`config.mk`:
```
export PLATFORM = sky130hd
export DESIGN_NAME = ppi_core
export DESIGN_NICKNAME = d
export VERILOG_FILES = /design/src/rtl/ppi_pkg.sv /design/src/rtl/ppi_ctrl_reg.sv /design/src/rtl/ppi_port_reg.sv /design/src/rtl/ppi_rd_mux.sv /design/src/rtl/ppi_core.sv
export SDC_FILE = /design/constraint.sdc
export NUM_CORES = 1
export LEC_CHECK = 0
export BUFFER_PORTS_ARGS = -buffer_cell sky130_fd_sc_hd__buf_2
export CAP_MARGIN = 25
export CORE_ASPECT_RATIO = 1.1
export CORE_MARGIN = 2
export CORE_UTILIZATION = 30
export CTS_BUF_LIST = sky130_fd_sc_hd__clkbuf_8 sky130_fd_sc_hd__clkbuf_16
export DETAILED_ROUTE_END_ITERATION = 12
export GPL_TIMING_DRIVEN = 0
export PLACE_DENSITY_LB_ADDON = 0.2
export REMOVE_ABC_BUFFERS = 1
export SLEW_MARGIN = 10
export SYNTH_ARGS = -nofsm -noshare
export SYNTH_HDL_FRONTEND = slang
export SYNTH_SLANG_ARGS = --single-unit
```
`constraint.sdc`:
```
create_clock -name clk -period 1.65 [get_ports clk]
set_input_delay 0.0825 -clock clk [delete_from_list [all_inputs] [get_ports clk]]
set_output_delay 0.0825 -clock clk [all_outputs]
set_load 0.02 [all_outputs]
```
`src/rtl/ppi_pkg.sv`:
```
package ppi_pkg;

    localparam int BUS_W  = 8;
    localparam int N_PORT = 3;

    typedef enum logic [1:0] {
        SEL_A    = 2'b00,
        SEL_B    = 2'b01,
        SEL_C    = 2'b10,
        SEL_CTRL = 2'b11
    } sel_e;

    // field order matches control word bits 6..0
    typedef struct packed {
        logic [1:0] grp_a_mode;
        logic       a_in;
        logic       cu_in;
        logic       grp_b_mode;
        logic       b_in;
        logic       cl_in;
    } cfg_t;

    localparam cfg_t CFG_RESET = '{grp_a_mode: 2'b00, a_in: 1'b1, cu_in: 1'b1,
                                   grp_b_mode: 1'b0, b_in: 1'b1, cl_in: 1'b1};

endpackage

```
`src/rtl/ppi_ctrl_reg.sv`:
```
module ppi_ctrl_reg
    import ppi_pkg::*;
#(
    parameter  int DW = BUS_W,
    localparam int IW = $clog2(DW)
) (
    input  logic          clk,
    input  logic          rst_n,
    input  logic          wr_ctrl,
    input  logic [DW-1:0] wdata,
    output cfg_t          cfg,
    output logic          clr_latch,
    output logic          bit_en,
    output logic [IW-1:0] bit_idx,
    output logic          bit_val
);

    typedef struct packed {
        cfg_t cfg;
    } state_t;

    state_t st_d, st_q;
    logic   is_mode_word;

    always_comb begin
        st_d         = st_q;
        is_mode_word = wdata[DW-1];
        clr_latch    = wr_ctrl && is_mode_word;
        bit_en       = wr_ctrl && !is_mode_word;
        bit_idx      = wdata[IW:1];
        bit_val      = wdata[0];
        if (clr_latch) begin
            st_d.cfg.grp_a_mode = wdata[6:5];
            st_d.cfg.a_in       = wdata[4];
            st_d.cfg.cu_in      = wdata[3];
            st_d.cfg.grp_b_mode = wdata[2];
            st_d.cfg.b_in       = wdata[1];
            st_d.cfg.cl_in      = wdata[0];
        end
    end

    always_ff @(posedge clk) begin
        if (!rst_n) st_q <= '{cfg: CFG_RESET};
        else        st_q <= st_d;
    end

    assign cfg = st_q.cfg;

    AST_BSR_KEEPS_CFG: assert property (@(posedge clk) disable iff (!rst_n)
        (wr_ctrl && !wdata[DW-1]) |=> $stable(cfg));

    AST_MODE_SETS_DIR: assert property (@(posedge clk) disable iff (!rst_n)
        (wr_ctrl && wdata[DW-1]) |=> (cfg.a_in == $past(wdata[4]) && cfg.b_in == $past(wdata[1])));

endmodule

```
`src/rtl/ppi_port_reg.sv`:
```
module ppi_port_reg #(
    parameter  int W          = 8,
    parameter  bit HAS_BIT_OP = 1'b0,
    localparam int IW         = $clog2(W)
) (
    input  logic          clk,
    input  logic          rst_n,
    input  logic          clr,
    input  logic          wr_en,
    input  logic [W-1:0]  wdata,
    input  logic          bit_en,
    input  logic [IW-1:0] bit_idx,
    input  logic          bit_val,
    input  logic [W-1:0]  dir_in,
    input  logic [W-1:0]  pin_in,
    output logic [W-1:0]  pin_out,
    output logic [W-1:0]  pin_oe,
    output logic [W-1:0]  rd_val
);

    typedef struct packed {
        logic [W-1:0] latch;
    } state_t;

    state_t       st_d, st_q;
    logic         bit_go;
    logic [W-1:0] bit_upd;

    assign bit_go = bit_en && HAS_BIT_OP;

    always_comb begin
        bit_upd          = st_q.latch;
        bit_upd[bit_idx] = bit_val;
    end

    always_comb begin
        st_d = st_q;
        if (clr)         st_d.latch = '0;
        else if (wr_en)  st_d.latch = wdata;
        else if (bit_go) st_d.latch = bit_upd;
    end

    always_ff @(posedge clk) begin
        if (!rst_n) st_q <= '0;
        else        st_q <= st_d;
    end

    genvar gi;
    generate
        for (gi = 0; gi < W; gi++) begin : g_bit
            assign pin_oe[gi] = ~dir_in[gi];
            assign rd_val[gi] = dir_in[gi] ? pin_in[gi] : st_q.latch[gi];
        end
    endgenerate

    assign pin_out = st_q.latch;

    AST_CLEAR_ZEROES: assert property (@(posedge clk) disable iff (!rst_n)
        clr |=> (pin_out == '0));

    AST_WRITE_LATCHES: assert property (@(posedge clk) disable iff (!rst_n)
        (wr_en && !clr) |=> (pin_out == $past(wdata)));

    AST_SINGLE_BIT_CHANGE: assert property (@(posedge clk) disable iff (!rst_n)
        (bit_en && !clr && !wr_en) |=> ($countones(pin_out ^ $past(pin_out)) <= 1));

endmodule

```
`src/rtl/ppi_rd_mux.sv`:
```
module ppi_rd_mux
    import ppi_pkg::*;
#(
    parameter int DW = BUS_W
) (
    input  logic                     clk,
    input  logic                     rst_n,
    input  logic                     rd_fire,
    input  sel_e                     sel,
    input  logic [N_PORT-1:0][DW-1:0] port_val,
    input  cfg_t                     cfg,
    output logic [DW-1:0]            rdata
);

    typedef struct packed {
        logic [DW-1:0] rdata;
    } state_t;

    state_t        st_d, st_q;
    logic [DW-1:0] ctrl_view;

    assign ctrl_view = {1'b1, cfg};

    always_comb begin
        st_d = st_q;
        if (rd_fire) begin
            unique case (sel)
                SEL_A:    st_d.rdata = port_val[0];
                SEL_B:    st_d.rdata = port_val[1];
                SEL_C:    st_d.rdata = port_val[2];
                default:  st_d.rdata = ctrl_view;
            endcase
        end
    end

    always_ff @(posedge clk) begin
        if (!rst_n) st_q <= '0;
        else        st_q <= st_d;
    end

    assign rdata = st_q.rdata;

    AST_CTRL_READ_TOPBIT: assert property (@(posedge clk) disable iff (!rst_n)
        (rd_fire && sel == SEL_CTRL) |=> rdata[DW-1]);

    AST_RDATA_HOLDS: assert property (@(posedge clk) disable iff (!rst_n)
        !rd_fire |=> $stable(rdata));

endmodule

```
`src/rtl/ppi_core.sv`:
```
module ppi_core
    import ppi_pkg::*;
#(
    parameter  int DW   = BUS_W,
    localparam int HALF = DW / 2,
    localparam int IW   = $clog2(DW)
) (
    input  logic          clk,
    input  logic          rst_n,
    input  logic          cs,
    input  logic          rd,
    input  logic          wr,
    input  logic [1:0]    addr,
    input  logic [DW-1:0] wdata,
    output logic [DW-1:0] rdata,
    input  logic [DW-1:0] pa_i,
    output logic [DW-1:0] pa_o,
    output logic [DW-1:0] pa_oe,
    input  logic [DW-1:0] pb_i,
    output logic [DW-1:0] pb_o,
    output logic [DW-1:0] pb_oe,
    input  logic [DW-1:0] pc_i,
    output logic [DW-1:0] pc_o,
    output logic [DW-1:0] pc_oe
);

    sel_e          sel;
    logic          wr_fire, rd_fire;
    cfg_t          cfg;
    logic          clr_latch, bit_en, bit_val;
    logic [IW-1:0] bit_idx;

    logic [N_PORT-1:0][DW-1:0] dir_mask, pin_in, pin_out, pin_oe, port_val;

    assign sel     = sel_e'(addr);
    assign wr_fire = cs && wr;
    assign rd_fire = cs && rd;

    ppi_ctrl_reg #(.DW(DW)) u_ctrl (
        .clk       (clk),
        .rst_n     (rst_n),
        .wr_ctrl   (wr_fire && sel == SEL_CTRL),
        .wdata     (wdata),
        .cfg       (cfg),
        .clr_latch (clr_latch),
        .bit_en    (bit_en),
        .bit_idx   (bit_idx),
        .bit_val   (bit_val)
    );

    assign dir_mask[0] = {DW{cfg.a_in}};
    assign dir_mask[1] = {DW{cfg.b_in}};
    assign dir_mask[2] = {{HALF{cfg.cu_in}}, {(DW-HALF){cfg.cl_in}}};
    assign pin_in[0]   = pa_i;
    assign pin_in[1]   = pb_i;
    assign pin_in[2]   = pc_i;

    genvar gp;
    generate
        for (gp = 0; gp < N_PORT; gp++) begin : g_port
            ppi_port_reg #(.W(DW), .HAS_BIT_OP(gp == 2)) u_port (
                .clk     (clk),
                .rst_n   (rst_n),
                .clr     (clr_latch),
                .wr_en   (wr_fire && addr == gp[1:0]),
                .wdata   (wdata),
                .bit_en  (bit_en),
                .bit_idx (bit_idx),
                .bit_val (bit_val),
                .dir_in  (dir_mask[gp]),
                .pin_in  (pin_in[gp]),
                .pin_out (pin_out[gp]),
                .pin_oe  (pin_oe[gp]),
                .rd_val  (port_val[gp])
            );
        end
    endgenerate

    ppi_rd_mux #(.DW(DW)) u_rd (
        .clk      (clk),
        .rst_n    (rst_n),
        .rd_fire  (rd_fire),
        .sel      (sel),
        .port_val (port_val),
        .cfg      (cfg),
        .rdata    (rdata)
    );

    assign pa_o  = pin_out[0];
    assign pb_o  = pin_out[1];
    assign pc_o  = pin_out[2];
    assign pa_oe = pin_oe[0];
    assign pb_oe = pin_oe[1];
    assign pc_oe = pin_oe[2];

    AST_IDLE_BUS_HOLDS_PINS: assert property (@(posedge clk) disable iff (!rst_n)
        !cs |=> ($stable(pa_o) && $stable(pb_o) && $stable(pc_o) && $stable(pc_oe)));

endmodule

```
==> impl_metrics.csv <==
group,metric,value,unit
route,first_iter_violations,121,
timing,fmax,687.8,MHz
route,drc,0,
status,status,"completed",
power_and_ir_drop,peakVddDrop,337.7,µV
synthesis,ys_warn_count,0,
place,place_inst,415,
clocking,root_buffer,"clkbuf_8",
floorplan,core_area,0.007432,mm²
route,drt-met1-wl,3.065,mm
timing,drv_slew,0,
global_route,antenna_found_initial,0,
synthesis,ys_ff_latch,39,
setup_path,r2r_start,"u_ctrl.cfg[4]",
route,wirelength,6.909,mm
clocking,cts_buffers,5,
synthesis,synth_top_area_share,34.21,%
floorplan,dieWidth,87.16,µm
route,dr.pass1.iters,4,
worst_hold_path,holdPathEnd,"g_port[0].u_port.pin_out[4]",
final_layout,final_layout_size_suffix_gt1_share,36.31,%
clocking,cts-resized-gates,1,
timing,relSlewSlack,62.91,%
setup_path,start_kind,"flop",
power_and_ir_drop,p_leak,1.404,nW
setup_path,crit_family,"flip-flops",
timing,finalClockSkew,0.008631,ns
synthesis,netlist_area,0.002282,mm²
floorplan,dieArea,0.008322,mm²
route,top_layer_used,"met4",
global_route,track_usage,16.50,%
final_layout,n_antenna_cell,0,
final_layout,nNetsFinal,374,
synthesis,ys_seq_area_share,34.21,%
synthesis,synthCells,277,
final_layout,layout_commonest_cell,"buf_2",
global_route,grt_pass1_vias,1919,
final_layout,post-route-util,36.30,%
floorplan,dieHeight,95.48,µm
place,numPortBuffers,94,
final_layout,fin_cells,423,
final_layout,syn_to_final_growth,18.20,%
route,num_vias,2134,
clocking,clk_path_buf_depth,2,
flow_run,maxCapViolations,0,
setup_path,crit_path_end_kind,"flop",
synthesis,yosysUniqueCellTypes,45,
setup_path,crit_fanout,11,
clocking,postCtsHoldBufs,0,
route,wl_met2,3.302,mm
setup_path,r2r_slack,0.20,ns
clocking,cts_tree,"yes",
setup_path,crit_buf_inv,0,
timing,worst_slew_pin_slew,0.5543,ns
setup_path,reg2regPathDepth,4,
clocking,clk_pin_slew,0.09,ns
global_route,grt_pass1_wl,10.38,mm
worst_hold_path,hold_path.class,"input pin to flop",
setup_path,cp.required,1.84,ns
floorplan,pin_count,95,
timing,rsz0062_at_grt,"no",
synthesis,synthTopCellsByArea,"dfxtp_1, mux2i_1, nand2_1",
synthesis,synth_top_area_cell,"dfxtp_1",
global_route,grt-ovfl-total,0,
global_route,grt_max_degree,25,
clocking,cts_setup_buffers,0,
final_layout,final_cell_mix,"buf_2, nand2_1, dfxtp_1",
power_and_ir_drop,pwr_density_cell,859.2,mW/mm²
worst_hold_path,whs_path_depth,3,
route,met3WireLength,457,µm
timing,post-route-period-util,88.12,%
floorplan,start_util,30.71,%
clocking,insertion_delay,0.30,ns
timing,hold_slack,0.06405,ns
setup_path,cpPeakStageDelay,0.53,ns
timing,finalHoldViolCount,0,
route,wire_per_inst,16.33,µm
setup_path,path_cells,"mux2i_1, o22ai_1, a211oi_1, nor2_1",
clocking,cts.sink_count,39,
clocking,cts_max_level,2,
timing,setup-violations-final,0,
synthesis,avgSynthCellArea,8.239,µm²
setup_path,crit_start,"u_ctrl.cfg[4]",
route,ant_nets,0,
final_layout,nFillCells,806,
floorplan,core.rowCount,33,
route,via_per_inst,5.045,
setup_path,r2r_end,"u_rd.rdata[5]",
place,gp_congestion,0.7996,
setup_path,slowest_stage,"dfxtp_2",
timing,layout_min_cycle_time,1.454,ns
worst_hold_path,hold_start,"wdata[4]",
setup_path,worstPathArrival,1.64,ns
place,detailed_place_hpwl,5.147,mm
setup_path,criticalPathCategory,"flop to flop",
synth_stat cells (all sizes together):
cell type / number
or2: 4
o22ai: 5
dfxtp: 39
a31oi: 2
nand2b: 2
nand4b: 4
o21ai: 9
and2: 1
buf: 35
nor2: 14
mux2: 1
nor3: 1
nand4: 3
nor2b: 1
or3: 1
o221ai: 2
a311oi: 1
or4: 1
nand2: 53
nand3: 15
a32o: 1
mux2i: 27
a21o: 1
a21bo: 1
and4: 1
a211oi: 10
o311ai: 1
o2111ai: 1
a21oi: 25
inv: 7
clkbuf: 8
power breakdown:
part	internal [mW]	switching (mW)	leakage [nW]
clock network	0.603	0.368	0.0644
registers	0.971	0.0250	0.316
logic	0.124	0.227	1.02
worst register-to-register path, stage by stage (launching register included):
cell and delay, ns:
dfxtp_2 0.53, mux2i_1 0.26, o22ai_1 0.13, a211oi_1 0.34, nor2_1 0.08
state kept, by name, indices dropped and copies added, names as in the netlist:
name and count:
g_port.u_port.pin_out 24, u_ctrl.cfg 7, u_rd.rdata 8
per-stage QoR:
stage | cell area (µm²) | setup WS (ns) | setup TNS (ns) | power (mW)
floorplan | 1979 | -0.3375 | -0.4311 | 1.197
global placement | 2559 | 0.01379 | 0 | 1.369
detailed placement | 2559 | 0.01392 | 0 | 1.371
CTS | 2696 | 0.04596 | 0 | 2.337
global route | 2698 | 0.07126 | 0 | 2.422
finish | 2698 | 0.1960 | 0 | 2.318
layer usage:
layer | global-route usage, % | vias up
met4 | 4.359 | 0
met2 | 27.23 | 79
met5 | 0 | -
met1 | 21.59 | 991
li1 | - | 1058
met3 | 3.896 | 6
cells by family (layout without fill, tap and decap cells):
kind of cell / Yosys count / in the layout / share of synthesized area [%]
AND/OR/NAND/NOR: 101 / 101 / 21.55
flip-flops: 39 / 39 / 34.21
buffers and inverters: 50 / 109 / 14.42
AO/OA/AOI/OAI: 59 / 59 / 17.49
multiplexers: 28 / 28 / 12.34
worst max-delay path by stage:
stage / endpoint / slack, ns / depth (start not counted)
6_report: u_rd.rdata[5] / 0.20 / 4
5_1_grt: u_rd.rdata[4] / 0.07 / 4
4_1_cts: u_rd.rdata[5] / 0.05 / 4
3_5_place_dp: g_port[1].u_port.pin_out[6] / 0.01 / 5
3_3_place_gp: u_rd.rdata[5] / 0.01 / 4
2_1_floorplan: u_rd.rdata[4] / -0.34 / 3
cell type report:
cell class                      instances  area (µm²)  share of cell area (%)
Multi-Input combinational cell        188        1172                   43.46
Tap cell                               87       108.9                   4.035
Timing Repair Buffer                   94       470.5                   17.44
Clock inverter                          3       67.56                   2.505
Sequential cell                        39       783.3                   29.04
Inverter                                7       26.28                  0.9740
Clock buffer                            5       68.82                   2.551
No activity file was read; power rests on OpenSTA's default activity.
